$ cat config.mk
export PLATFORM = sky130hd
export DESIGN_NAME = rle_cluster_packer
export DESIGN_NICKNAME = d
export VERILOG_FILES = /design/src/rtl/rcp_pkg.sv /design/src/rtl/rcp_ctrl.sv /design/src/rtl/rcp_builder.sv /design/src/rtl/rcp_drain.sv /design/src/rtl/rle_cluster_packer.sv
export SDC_FILE = /design/constraint.sdc
export NUM_CORES = 1
export LEC_CHECK = 0
export ABC_AREA = 1
export BUFFER_PORTS_ARGS = -buffer_cell sky130_fd_sc_hd__buf_4
export CORE_MARGIN = 2
export CORE_UTILIZATION = 50
export CTS_CLUSTER_SIZE = 14
export DETAILED_ROUTE_END_ITERATION = 12
export MAX_ROUTING_LAYER = met4
export PLACE_DENSITY = 0.73
export REMOVE_ABC_BUFFERS = 1
export SETUP_SLACK_MARGIN = 0.4
export SYNTH_ARGS = -nofsm -noshare
export SYNTH_HDL_FRONTEND = slang
export SYNTH_SLANG_ARGS = --single-unit
export TNS_END_PERCENT = 1
$ cat constraint.sdc
create_clock -name clk -period 3.2 [get_ports clk]
set_input_delay 0.32 -clock clk [delete_from_list [all_inputs] [get_ports clk]]
set_output_delay 0.32 -clock clk [all_outputs]
set_load 0.03 [all_outputs]
$ cat src/rtl/rcp_pkg.sv
// Package: shared widths and the cluster record used by the packer.
// Assumes a 16-bit sample word and a fixed eight-word cluster.
package rcp_pkg;
    localparam int SMP_W     = 16;
    localparam int EVT_SLOTS = 7;
    localparam int CL_WORDS  = EVT_SLOTS + 1;
    localparam int IDX_W     = $clog2(CL_WORDS);

    typedef logic [SMP_W-1:0] word_t;

    typedef struct packed {
        word_t                     ts;
        logic [EVT_SLOTS-1:0][SMP_W-1:0] ev;
    } cluster_t;
endpackage

$ cat src/rtl/rcp_ctrl.sv
// Module: capture control. Turns start/stop pulses into a run state.
// A start is accepted only while idle. A stop is accepted only while
// running and produces a one-cycle flush request.
module rcp_ctrl (
    input  logic clk,
    input  logic rst_n,
    input  logic cap_start,
    input  logic cap_stop,
    input  logic drain_act,
    output logic running,
    output logic clr,
    output logic flush,
    output logic busy
);
    assign busy  = running | drain_act;
    assign clr   = cap_start & ~busy;
    assign flush = cap_stop & running;

    // run state: set by an accepted start, cleared by stop
    always_ff @(posedge clk) begin
        if (!rst_n) begin
            running <= 1'b0;
        end else if (clr) begin
            running <= 1'b1;
        end else if (flush) begin
            running <= 1'b0;
        end
    end
endmodule

$ cat src/rtl/rcp_builder.sv
// Module: cluster builder. Decides per accepted sample whether to open a
// cluster, append an event or store nothing. Keeps the open cluster with
// unused slots already holding the last event, so a close hands over a
// complete record. Assumes the drain is free whenever close_o pulses.
module rcp_builder
    import rcp_pkg::*;
#(
    parameter logic [15:0] FORCE_SPAN = 16'hFFFF,
    parameter int          CNT_W      = 24
) (
    input  logic             clk,
    input  logic             rst_n,
    input  logic             clr,
    input  logic             flush,
    input  logic             acc_valid,
    input  word_t            smp_data,
    input  word_t            smp_tick,
    output logic             close_o,
    output cluster_t         close_cl,
    output logic [CNT_W-1:0] evt_count
);
    logic           is_open;
    cluster_t       cur;
    logic [IDX_W-1:0] n_ev;
    word_t          last_val;
    word_t          last_tick;

    word_t span;
    logic  force_new, changed, contig, full, do_open, do_append;

    // next-action decode for the current sample
    always_comb begin
        span      = word_t'(smp_tick - cur.ts);
        force_new = is_open && (span >= FORCE_SPAN);
        changed   = (smp_data != last_val);
        contig    = (smp_tick == word_t'(last_tick + 16'd1));
        full      = (n_ev == IDX_W'(EVT_SLOTS));
        do_open   = acc_valid && (!is_open || force_new ||
                                  (changed && (!contig || full)));
        do_append = acc_valid && is_open && !force_new && changed && contig && !full;
    end

    assign close_o  = is_open && (do_open || flush);
    assign close_cl = cur;

    // staging cluster and event bookkeeping
    always_ff @(posedge clk) begin
        if (!rst_n || clr) begin
            is_open   <= 1'b0;
            cur       <= '0;
            n_ev      <= '0;
            last_val  <= '0;
            last_tick <= '0;
            evt_count <= '0;
        end else if (do_open) begin
            is_open   <= 1'b1;
            cur.ts    <= smp_tick;
            for (int i = 0; i < EVT_SLOTS; i++) begin
                cur.ev[i] <= smp_data;
            end
            n_ev      <= IDX_W'(1);
            last_val  <= smp_data;
            last_tick <= smp_tick;
            evt_count <= evt_count + 1'b1;
        end else if (do_append) begin
            for (int i = 0; i < EVT_SLOTS; i++) begin
                if (IDX_W'(i) >= n_ev) begin
                    cur.ev[i] <= smp_data;
                end
            end
            n_ev      <= n_ev + 1'b1;
            last_val  <= smp_data;
            last_tick <= smp_tick;
            evt_count <= evt_count + 1'b1;
        end else if (flush) begin
            is_open   <= 1'b0;
        end
    end
endmodule

$ cat src/rtl/rcp_drain.sv
// Module: cluster drain. Holds a closed cluster in a shadow register and
// writes its eight words on consecutive cycles, timestamp first with the
// bytes swapped. Owns the word address and the wrap flag. Assumes no new
// load arrives before the current burst reaches its last word.
module rcp_drain
    import rcp_pkg::*;
#(
    parameter int AW = 24
) (
    input  logic          clk,
    input  logic          rst_n,
    input  logic          clr,
    input  logic          load,
    input  cluster_t      load_cl,
    output logic          wr_en,
    output logic [AW-1:0] wr_addr,
    output word_t         wr_data,
    output logic          wrapped,
    output logic          active
);
    cluster_t         shadow;
    logic [IDX_W-1:0] idx;
    logic [CL_WORDS-1:0][SMP_W-1:0] words;

    // word 0: timestamp, low byte placed first on the bus
    assign words[0] = {shadow.ts[7:0], shadow.ts[15:8]};

    genvar g;
    generate
        for (g = 1; g < CL_WORDS; g++) begin : g_evt
            assign words[g] = shadow.ev[g-1];
        end
    endgenerate

    assign wr_en   = active;
    assign wr_data = words[idx];

    // burst sequencing and shadow load
    always_ff @(posedge clk) begin
        if (!rst_n) begin
            shadow <= '0;
            idx    <= '0;
            active <= 1'b0;
        end else if (load) begin
            shadow <= load_cl;
            idx    <= '0;
            active <= 1'b1;
        end else if (active) begin
            idx    <= idx + 1'b1;
            active <= (idx != IDX_W'(CL_WORDS - 1));
        end
    end

    // word address and sticky wrap flag
    always_ff @(posedge clk) begin
        if (!rst_n || clr) begin
            wr_addr <= '0;
            wrapped <= 1'b0;
        end else if (active) begin
            wr_addr <= wr_addr + 1'b1;
            if (&wr_addr) begin
                wrapped <= 1'b1;
            end
        end
    end
endmodule

$ cat src/rtl/rle_cluster_packer.sv
// Module: top of the change-only capture packer. Wires control, builder
// and drain. Assumes smp_valid is high at most once every eight clocks.
module rle_cluster_packer
    import rcp_pkg::*;
#(
    parameter int          ROW_BITS   = 15,
    parameter int          WORD_BITS  = 9,
    parameter int          CNT_W      = 24,
    parameter logic [15:0] FORCE_SPAN = 16'hFFFF,
    localparam int         AW         = ROW_BITS + WORD_BITS
) (
    input  logic             clk,
    input  logic             rst_n,
    input  logic             cap_start,
    input  logic             cap_stop,
    input  logic             smp_valid,
    input  logic [15:0]      smp_data,
    input  logic [15:0]      smp_tick,
    output logic             wr_en,
    output logic [AW-1:0]    wr_addr,
    output logic [15:0]      wr_data,
    output logic [CNT_W-1:0] evt_count,
    output logic             busy,
    output logic             wrapped
);
    logic     running, clr, flush, drain_act, acc_valid, close_p;
    cluster_t close_cl;

    assign acc_valid = running & smp_valid & ~cap_stop;

    rcp_ctrl u_ctrl (
        .clk       (clk),
        .rst_n     (rst_n),
        .cap_start (cap_start),
        .cap_stop  (cap_stop),
        .drain_act (drain_act),
        .running   (running),
        .clr       (clr),
        .flush     (flush),
        .busy      (busy)
    );

    rcp_builder #(
        .FORCE_SPAN (FORCE_SPAN),
        .CNT_W      (CNT_W)
    ) u_build (
        .clk       (clk),
        .rst_n     (rst_n),
        .clr       (clr),
        .flush     (flush),
        .acc_valid (acc_valid),
        .smp_data  (smp_data),
        .smp_tick  (smp_tick),
        .close_o   (close_p),
        .close_cl  (close_cl),
        .evt_count (evt_count)
    );

    rcp_drain #(
        .AW (AW)
    ) u_drain (
        .clk     (clk),
        .rst_n   (rst_n),
        .clr     (clr),
        .load    (close_p),
        .load_cl (close_cl),
        .wr_en   (wr_en),
        .wr_addr (wr_addr),
        .wr_data (wr_data),
        .wrapped (wrapped),
        .active  (drain_act)
    );
endmodule

# Word-level counts from Yosys, hierarchy flattened

Index checks and enable logic that the tools add are counted.

Add/sub/neg operators: 6
Magnitude comparators: 9
Equal/unequal tests: 5
Muxes and demuxes: 25
Bitwise gates (word level): 8
Reductions and logical operators: 40

Operator list:

| kind                                                                               | count |
|---|---|
| 112-bit 2-to-1 mux                                                                 | 2 |
| 16-bit 2-to-1 mux                                                                  | 12 |
| 24-bit by 1-bit adder with 24-bit output, second input constant                    | 2 |
| 16-bit binary-select mux with 3-bit select                                         | 1 |
| 24-bit 2-to-1 mux                                                                  | 2 |
| 25-bit AND reduction                                                               | 1 |
| 2-bit nonzero test                                                                 | 10 |
| 16-bit by 1-bit adder with 16-bit output, second input constant                    | 1 |
| 16-bit == test                                                                     | 1 |
| 16-bit greater-or-equal comparator, second input constant                          | 1 |
| 16-bit inequality test                                                             | 1 |
| 2-bit AND reduction                                                                | 8 |
| 16-bit subtractor                                                                  | 1 |
| 3-bit greater-or-equal comparator, first input constant                            | 3 |
| 1-bit logical AND                                                                  | 9 |
| 1-bit 2-to-1 mux                                                                   | 8 |
| 3-bit by 1-bit adder with 3-bit output, second input constant                      | 2 |
| 1-bit by 3-bit greater-or-equal comparator with 1-bit output, first input constant | 2 |
| 2-bit by 3-bit greater-or-equal comparator with 1-bit output, first input constant | 2 |
| 1-bit zero test                                                                    | 5 |
| 1-bit logical OR                                                                   | 5 |
| 1-bit AND                                                                          | 4 |
| 3-bit by 4-bit < comparator with 1-bit output, second input constant               | 1 |
| 2-bit OR reduction                                                                 | 2 |
| other kinds (5)                                                                    | 7 |

Register bits after elaboration: 346
Logic and storage cells: 120

# Logic depth before layout (Yosys ltp)

Gate-level depths: netlist of run 1.

Depth after elaboration: 10
Gate-level depth with buffers: 24

# Hierarchy

From an unflattened synthesis of run 1, not the netlist that was laid out.

Cells, all modules: 2,636
Area, all modules: 17,113.9 um^2

By module, submodules not included:

| module             | instances | cells each | area each (um^2) | sequential area each (um^2) |
|---|---|---|---|---|
| rcp_builder        | 1         | 1,565      | 10,002.1         | 3,763.6 |
| rcp_drain          | 1         | 1,058      | 7,034.2          | 3,143.0 |
| rcp_ctrl           | 1         | 11         | 67.6             | 20.0 |
| rle_cluster_packer | 1         | 2          | 10.0             | 0.0 |

# Worst setup path after synthesis of run 1

Ideal clock, no wire load.

Path kind: input to register
Start point: input port smp_tick[0]
End point: register u_drain.shadow[50] (netlist name)
Library setup time: 0.115 ns
Arrival time: 2.591 ns
Data required time: 3.085 ns
Setup slack: 0.494 ns
Stages on the path: 23
Buffers on the path: 3
Cell sequence: inv_1 ha_1 inv_1 fa_1 nand3_1 nand3_1 nand2_1 nand2_1 nand2_1 nand2_1 nand2_1 nand2_1 nand2_1 nor2_1 nand3_1 nand2_1 nand2_1 buf_2 nand3_4 buf_4 buf_4 a21oi_1 nor2_1

Longest elaborated chain between the ends: 8
Elaborated cells on any way between the ends: 12

Ends and longest elaborated chain:

| element                                                               | line                                 | source |
|---|---|---|
| start: declaration                                                    | rle_cluster_packer.sv:18             | `input logic [15:0] smp_tick,` |
| 16-bit subtractor or 16-bit == test (tied branches)                   | rcp_builder.sv:33, rcp_builder.sv:36 |  |
| 16-bit greater-or-equal comparator or 1-bit zero test (tied branches) | rcp_builder.sv:34, rcp_builder.sv:39 |  |
| 1-bit logical AND or 1-bit logical OR (tied branches)                 | rcp_builder.sv:34, rcp_builder.sv:39 |  |
| 1-bit logical OR or 1-bit logical AND (tied branches)                 | rcp_builder.sv:38, rcp_builder.sv:39 |  |
| 1-bit logical OR *                                                    | rcp_builder.sv:38                    | `do_open = acc_valid && (!is_open \|\| force_new \|\|` |
| 1-bit logical AND *                                                   | rcp_builder.sv:38                    |  |
| 1-bit logical OR *                                                    | rcp_builder.sv:43                    | `assign close_o = is_open && (do_open \|\| flush);` |
| 1-bit logical AND *                                                   | rcp_builder.sv:43                    |  |
| end signal: assignment                                                | rcp_drain.sv:45                      | `shadow <= load_cl;` |
| end: declaration                                                      | rcp_drain.sv:21                      | `cluster_t shadow;` |

Mark *: on every way between the ends. The rest lies on a longest branch, timed or not.
A chain may end at the register's enable or synchronous reset.

# Worst setup path after layout of run 1

Start point: register u_build.cur, in the netlist u_build.close_cl[112]
End point: register u_drain.shadow[126] (netlist name)

Longest elaborated chain between the ends: 8

Ends and longest elaborated chain:

| element                            | line              | source |
|---|---|---|
| start: declaration                 | rcp_builder.sv:23 | `cluster_t cur;` |
| 16-bit subtractor                  | rcp_builder.sv:33 | `span = word_t'(smp_tick - cur.ts);` |
| 16-bit greater-or-equal comparator | rcp_builder.sv:34 | `force_new = is_open && (span >= FORCE_SPAN);` |
| 1-bit logical AND                  | rcp_builder.sv:34 |  |
| 1-bit logical OR (2 in a row)      | rcp_builder.sv:38 |  |
| 1-bit logical AND                  | rcp_builder.sv:38 |  |
| 1-bit logical OR                   | rcp_builder.sv:43 |  |
| 1-bit logical AND                  | rcp_builder.sv:43 |  |

No other way between the ends.

==> results.ini, run 1 <==
[min_path]
holdCritStartpoint=cap_stop
holdPathEnd=u_ctrl.running$_SDFFE_PN0P_
hold_path.class=primary input to flip-flop
hold_depth=4

[placed_design]
place_congestion=0.8814
io_buffers=103
pre_cts_ws_ps=25.75
dpl-instance-area_sq_mm=0.01894
dp_hpwl_um=29210

[timing]
post-route-period-util_pct=89.49
setup_slack_ps=336.2
worst_pin_slew_ps=1052
relSlewSlack_pct=29.88
slew_violations=0
grt_setup_unrepaired=true
layout_min_cycle_time_ps=2864
skew_ps=23.85
fmax_mhz=349.2
final_hold_viol_count=0
finalSetupViolations=0

[logic_synthesis]
synth.area.mux_share_pct=0
synth_area_leaders=dfxtp_1 (39%), nand2_1 (11%), nor2_1 (10%), a21oi_1 (8.7%), nand3_1 (8.6%)
synth_xor_area_share_pct=3.001
synth.distinct_cells=41
yosysMostFrequentCell=nand2_1
synthCells=2686
synth_top_family_by_area=simple AND/OR/NAND/NOR gates
synthSimpleGateAreaFrac_pct=31.51
syn_avg_cell_area_sq_um=6.582
synth_top_area_cell=dfxtp_1
synth_area_sq_mm=0.01768
synth_adder_area_share_pct=1.883
synth_edf_count=0
ys_seq_area_share_pct=39.18
synthTopCellsByCount=nand2_1 (495), nor2_1 (475), dfxtp_1 (346)
yosys.area.top_type_share_pct=39.18
async_flop_share_pct=0
ys_warn_count=0
synth_compound_area_share_pct=13.97
ys.flop_type=dfxtp_1
ys_ff_latch=346

[setup_path]
cp_top_family=simple AND/OR/NAND/NOR gates
reg2reg_to=u_drain.shadow[126]$_SDFFE_PN0P_
endpoint_kind=flip-flop
path_max_fanout=8
worstPathRequired_ps=3610
crit_path_max_incr_delay_ps=390
path_cells=ha_4, inv_2, fa_2, nand3_2, nand3_4, nand2_2, nand2_2, nand2_1, nand2_1, nor2_1, nand3_1, nor2_2, nand3_2, nand2_1, nand2_2, buf_6, nand3_4, buf_12, buf_8, buf_6, nand3_1, nand2_1, nor2_1
crit_path_start_kind=flip-flop
r2r-start=u_build.close_cl[112]$_SDFFE_PP0N_
worst_path_most_repeated_cell=nand2_1
cpMaxStageDelayCell=fa_2
critPathBufInv=5
worst-r2r-cell-count=23
crit_type=flip-flop to flip-flop
cp-startpoint=u_build.close_cl[112]$_SDFFE_PP0N_
cp.arrival_ps=3280
r2r_setup_slack_ps=340

[global_routing]
grt_max_degree=131
first_global_vias=15520
overflow=0
antenna_found_initial=0
grt_usage_pct=26.55
grt_pass1_wl_um=77880

[routing]
wire_per_inst_um=15.34
avgViaCountPerCell=5.402
drt_iter0_drc=1481
drt_wl_total_um=49420
drt_first_pass_iters=8
antenna_left=0
num_vias=17410
drc=0

[cts]
clk_pin_slew_ps=60
cts_tree=done
cts_root_buf=clkbuf_16
cts_hold_buf=0
cts.sinks=346
clk_latency_ps=540
cts_max_path_buffers=3
numCtsBuffers=39
htree_num_levels=2

[power_and_ir_drop]
p_clk_share_pct=43.3
power_per_cell_area_mw_per_mm2=486.0
power_leakage_nw=8.390
vdd_drop_max_v=0.0003636
p_sw_mw=2.671
power.internal_mw=7.524
total_power_mw=10.20
p_comb_share_pct=12.8
p_sw_share_pct=26.20
share_seq_of_total_power_pct=43.9

[finish]
nets=2801
diodes=0
final_layout_size_suffix_gt1_share_pct=11.17
final_area_sq_mm=0.02098
fin_util_pct=60.43
fillers=3221
syn2layout_area_growth_pct=18.66

[outcome]
status=complete, no violations

[die]
die_x_um=192.0
dieHeight_um=192.0
io_pins=104
core-area_sq_mm=0.03471
initial_core_util_pct=50.93
placementRows=68
die_area_sq_mm=0.03688

[job]
drv_cap=0

[tightest hold or removal path, cell delays in order]
cell     delay [ps]
buf_4            80
inv_1            40
nand2_1          50
a21oi_1          50
[per-layer routing]
metal  vias to the layer above  share of wire, %  GRT usage [%]
li1                       8770                 -              -
met1                      8009                44          34.40
met2                       538                47          43.68
met3                        89               6.9          3.855
met4                         0               2.2          6.577
met5                         -                 0              -
[how the worst max path moves through the flow]
stage,cells past startpoint,slack [ps],to
CTS,18,270,u_drain.shadow[57]$_SDFFE_PN0P_
global placement,24,60,u_build.n_ev[0]$_SDFFE_PP0P_
detailed placement,24,30,u_build.n_ev[0]$_SDFFE_PP0P_
global route,22,120,u_drain.shadow[43]$_SDFFE_PN0P_
floorplan,6,-7460,u_build.n_ev[0]$_SDFFE_PP0P_
finish,23,340,u_drain.shadow[126]$_SDFFE_PN0P_
[power by group through the flow]
| stage | clock [mW] | sequential [mW] | combinational (mW) |
|---|---|---|---|
| after floorplan | 0 | 4.58 | 0.738 |
| after global placement | 0 | 4.56 | 1.11 |
| after detailed placement | 0 | 4.57 | 1.13 |
| after CTS | 4.48 | 4.47 | 1.20 |
| after global routing | 4.66 | 4.49 | 1.44 |
| final | 4.42 | 4.48 | 1.30 |
[kinds of logic (layout without fill, tap and decap cells)]
logic type                 after synthesis  in the layout
AOI/OAI and AO/OA                      480            480
xor gates and xnor gates                59             59
adders and majority gates               26             26
buffers and inverters                  438            519
DFF                                    346            346
and+or+nand+nor                       1337           1337
[repair_timing]
item,in CTS,in global routing
pin swaps,1,8
endpoints found under the setup margin,301,325
cloned,5,6
setup buffers,3,10
resized for setup,13,61
[per-stage QoR]
step	hold slack, ps	instances	setup TNS [ps]
finish	61.78	3222	0
global route	72.45	3222	0
CTS	50.05	3206	0
detailed placement	462.1	3128	0
global placement	453.3	3128	0
floorplan	440.7	2509	-1708790
[layout by cell type, fill, tap and decap left out, drive strengths merged, types with 16 or more instances in the layout]
master,n
nor3,18
dfxtp,346
o21ai,130
xnor2,30
xor2,28
a31oi,18
nand3,305
o22ai,16
nand2,498
a21oi,307
nor2,477
ha,25
buf,179
inv,261
clkbuf,61
[registers in the layout, summed over array words and instances (netlist names)]
register and cells:
u_build.close_cl 128, u_build.evt_count 24, u_build.is_open 1, u_build.last_tick 16, u_build.last_val 16, u_build.n_ev 3
u_ctrl.running 1, u_drain.active 1, u_drain.idx 3, u_drain.shadow 128, u_drain.wr_addr 24, u_drain.wrapped 1
[area by class of cell]
type | instances | area [sq um] | share of cell area [%]
tap | 455 | 569.3 | 2.714
clock inverter | 15 | 123.9 | 0.5905
sequential | 346 | 6940 | 33.08
multi-input combinational | 1902 | 9158 | 43.65
inverter | 261 | 989.7 | 4.718
timing repair buffer | 188 | 2049 | 9.770
clock buffer | 55 | 1147 | 5.469
(Power assumes the default switching activity.)
==> inputs of run 2 (changes only) <==
Settings changed: CORE_ASPECT_RATIO set to 0.8, MAX_ROUTING_LAYER met4 to not set.
==> results.ini, run 2 (same netlist as run 1, synthesis figures left out) <==
[outcome]
status=complete, no violations

[cts]
numCtsBuffers=37  ; -5.1%
clk_latency_ps=540  ; about the same
cts_root_buf=clkbuf_16
cts.sinks=346  ; unchanged
cts_max_path_buffers=3  ; unchanged
htree_num_levels=2  ; unchanged
clk_pin_slew_ps=60  ; about the same
cts_tree=done

[routing]
avgViaCountPerCell=5.419  ; +0.31%
wire_per_inst_um=16.02  ; +4.5%
antenna_left=0  ; unchanged
drc=0  ; unchanged
drt_iter0_drc=1630  ; +10%
drt_first_pass_iters=8  ; unchanged
num_vias=17630  ; +1.3%
drt_wl_total_um=52140  ; +5.5%

[timing]
slew_violations=0  ; unchanged
layout_min_cycle_time_ps=2849  ; -14.54 ps
relSlewSlack_pct=29.06  ; -0.82 points
worst_pin_slew_ps=1064  ; +12.37 ps
final_hold_viol_count=0  ; unchanged
post-route-period-util_pct=89.04  ; -0.45 points
setup_slack_ps=350.8  ; +14.54 ps
grt_setup_unrepaired=true
whs_ps=60.70  ; -1.081 ps
finalSetupViolations=0  ; unchanged
fmax_mhz=351.0  ; +0.51%
skew_ps=12.63  ; -11.22 ps

[global_routing]
antenna_found_initial=0  ; unchanged
grt_usage_pct=26.33  ; -0.22 points
overflow=0  ; unchanged
grt_max_degree=105  ; -20%
grt_pass1_wl_um=80030  ; +2.8%
first_global_vias=15630  ; +0.76%

[finish]
layout_common_cells=nand2_1 (481), nor2_1 (466), dfxtp_1 (340)
layout_commonest_cell=nand2_1
syn2layout_area_growth_pct=20.50
final_layout_size_suffix_gt1_share_pct=12.54  ; +1.4 points
diodes=0  ; unchanged
final_area_sq_mm=0.02130  ; +1.5%
fin_util_pct=61.21  ; +0.77 points
nets=2822  ; +0.75%

[power_and_ir_drop]
p_clk_share_pct=43.2  ; about the same
total_power_mw=10.23  ; +0.33%
power.internal_mw=7.578  ; +0.72%
power_leakage_nw=8.540  ; +1.8%
p_sw_share_pct=25.92  ; -0.29 points
vdd_drop_max_v=0.0003504  ; -3.6%
p_comb_share_pct=13.0  ; +0.2 points
power_per_cell_area_mw_per_mm2=480.2  ; -1.2%
share_seq_of_total_power_pct=43.7  ; -0.2 points
p_sw_mw=2.651  ; -0.77%

[setup_path]
crit_type=flip-flop to flip-flop
path_cells=ha_4, inv_2, fa_2, nand3_2, nand3_4, nand2_4, nand2_2, nand2_2, nand2_2, nor2_2, nand3_2, nor2_4, nand3_2, nand2_2, nand2_4, buf_6, nand3_1, buf_12, nand3_1, nand2_1, nor2_1
worst_path_most_repeated_cell=nand2_2
crit_path_max_incr_delay_ps=390  ; about the same
critPathBufInv=3  ; -2
cp.arrival_ps=3280  ; about the same
crit_path_start_kind=flip-flop
worstPathRequired_ps=3630  ; +20 ps
path_max_fanout=32  ; +24
endpoint_kind=flip-flop
cp_top_family=simple AND/OR/NAND/NOR gates
r2r_setup_slack_ps=350  ; about the same
cpMaxStageDelayCell=fa_2

[die]
initial_core_util_pct=50.79  ; -0.13 points
placementRows=61  ; -10%
dieHeight_um=172.2  ; -10%
io_pins=104  ; unchanged
core-area_sq_mm=0.03480  ; +0.26%
die_x_um=214.2  ; +12%
die_area_sq_mm=0.03689  ; about the same

[placed_design]
pre_cts_ws_ps=-31.07  ; -56.82 ps
io_buffers=103  ; unchanged
place_congestion=0.8962  ; +1.7%
dpl-instance-area_sq_mm=0.01918  ; +1.3%
dp_hpwl_um=30780  ; +5.3%

[min_path]
hold_path.class=primary input to flip-flop

[job]
drv_cap=0  ; unchanged

[run 2: tightest hold or removal path, delay by kind of cell]
family	cells	cell delay [ps]
buffers and inverters	1	110
and+or+nand+nor	2	120
[run 2: per-layer routing]
metal	vias to the layer above	GRT usage, %	share of wire [%]
met3	83	3.782	7.2
met5	-	0	0
met1	8138	35.98	45
li1	8803	-	-
met2	609	43.49	45
met4	0	7.699	2.2
[run 2: area by class of cell]
| cell class | instances | area [sq um] |
|---|---|---|
| fillers | 3178 | 13500 |
| multi-input cells | 1902 | 9253 |
| inverters | 261 | 984.7 |
| well taps | 472 | 590.6 |
| clock inverters | 10 | 131.4 |
| flip-flops and latches | 346 | 6939 |
| clock buffers | 52 | 1105 |
| repair buffers | 211 | 2298 |
[run 2: per-stage QoR]
step           setup TNS [ps]  std cells
2_1_floorplan        -1708790       2509
3_3_place_gp                0       3161
6_report                    0       3254
4_1_cts                     0       3239
5_1_grt                     0       3254
3_5_place_dp           -374.1       3161
[run 2: worst paths after layout]
kind / start / endpoint / depth (start not counted)
worst min register to register: u_drain.shadow[65]$_SDFFE_PN0P_ / u_drain.shadow[65]$_SDFFE_PN0P_ / 2
worst max-delay path: u_build.close_cl[112]$_SDFFE_PP0N_ / u_build.close_cl[94]$_SDFFE_PP0P_ / 21
worst max register to register: u_build.close_cl[112]$_SDFFE_PP0N_ / u_build.close_cl[94]$_SDFFE_PP0P_ / 21
worst min-delay path: smp_tick[11] / u_build.last_tick[11]$_SDFFE_PP0P_ / 3
[run 2: timing repair]
action | in CTS | in global routing
gates resized for setup | 33 | 65
buffers inserted | 11 | 6
cloned | 5 | 9
setup endpoints to repair | 319 | 326
pin swaps | 6 | 17
hold buffers | 0 | 0
[run 2: power groups by stage]
| stage | Clock, mW | Combinational, mW | Sequential (mW) |
|---|---|---|---|
| 3_5_place_dp | 0 | 1.17 | 4.57 |
| 3_3_place_gp | 0 | 1.15 | 4.56 |
| 6_report | 4.42 | 1.33 | 4.47 |
| 4_1_cts | 4.49 | 1.23 | 4.47 |
| 2_1_floorplan | 0 | 0.738 | 4.58 |
| 5_1_grt | 4.66 | 1.47 | 4.48 |
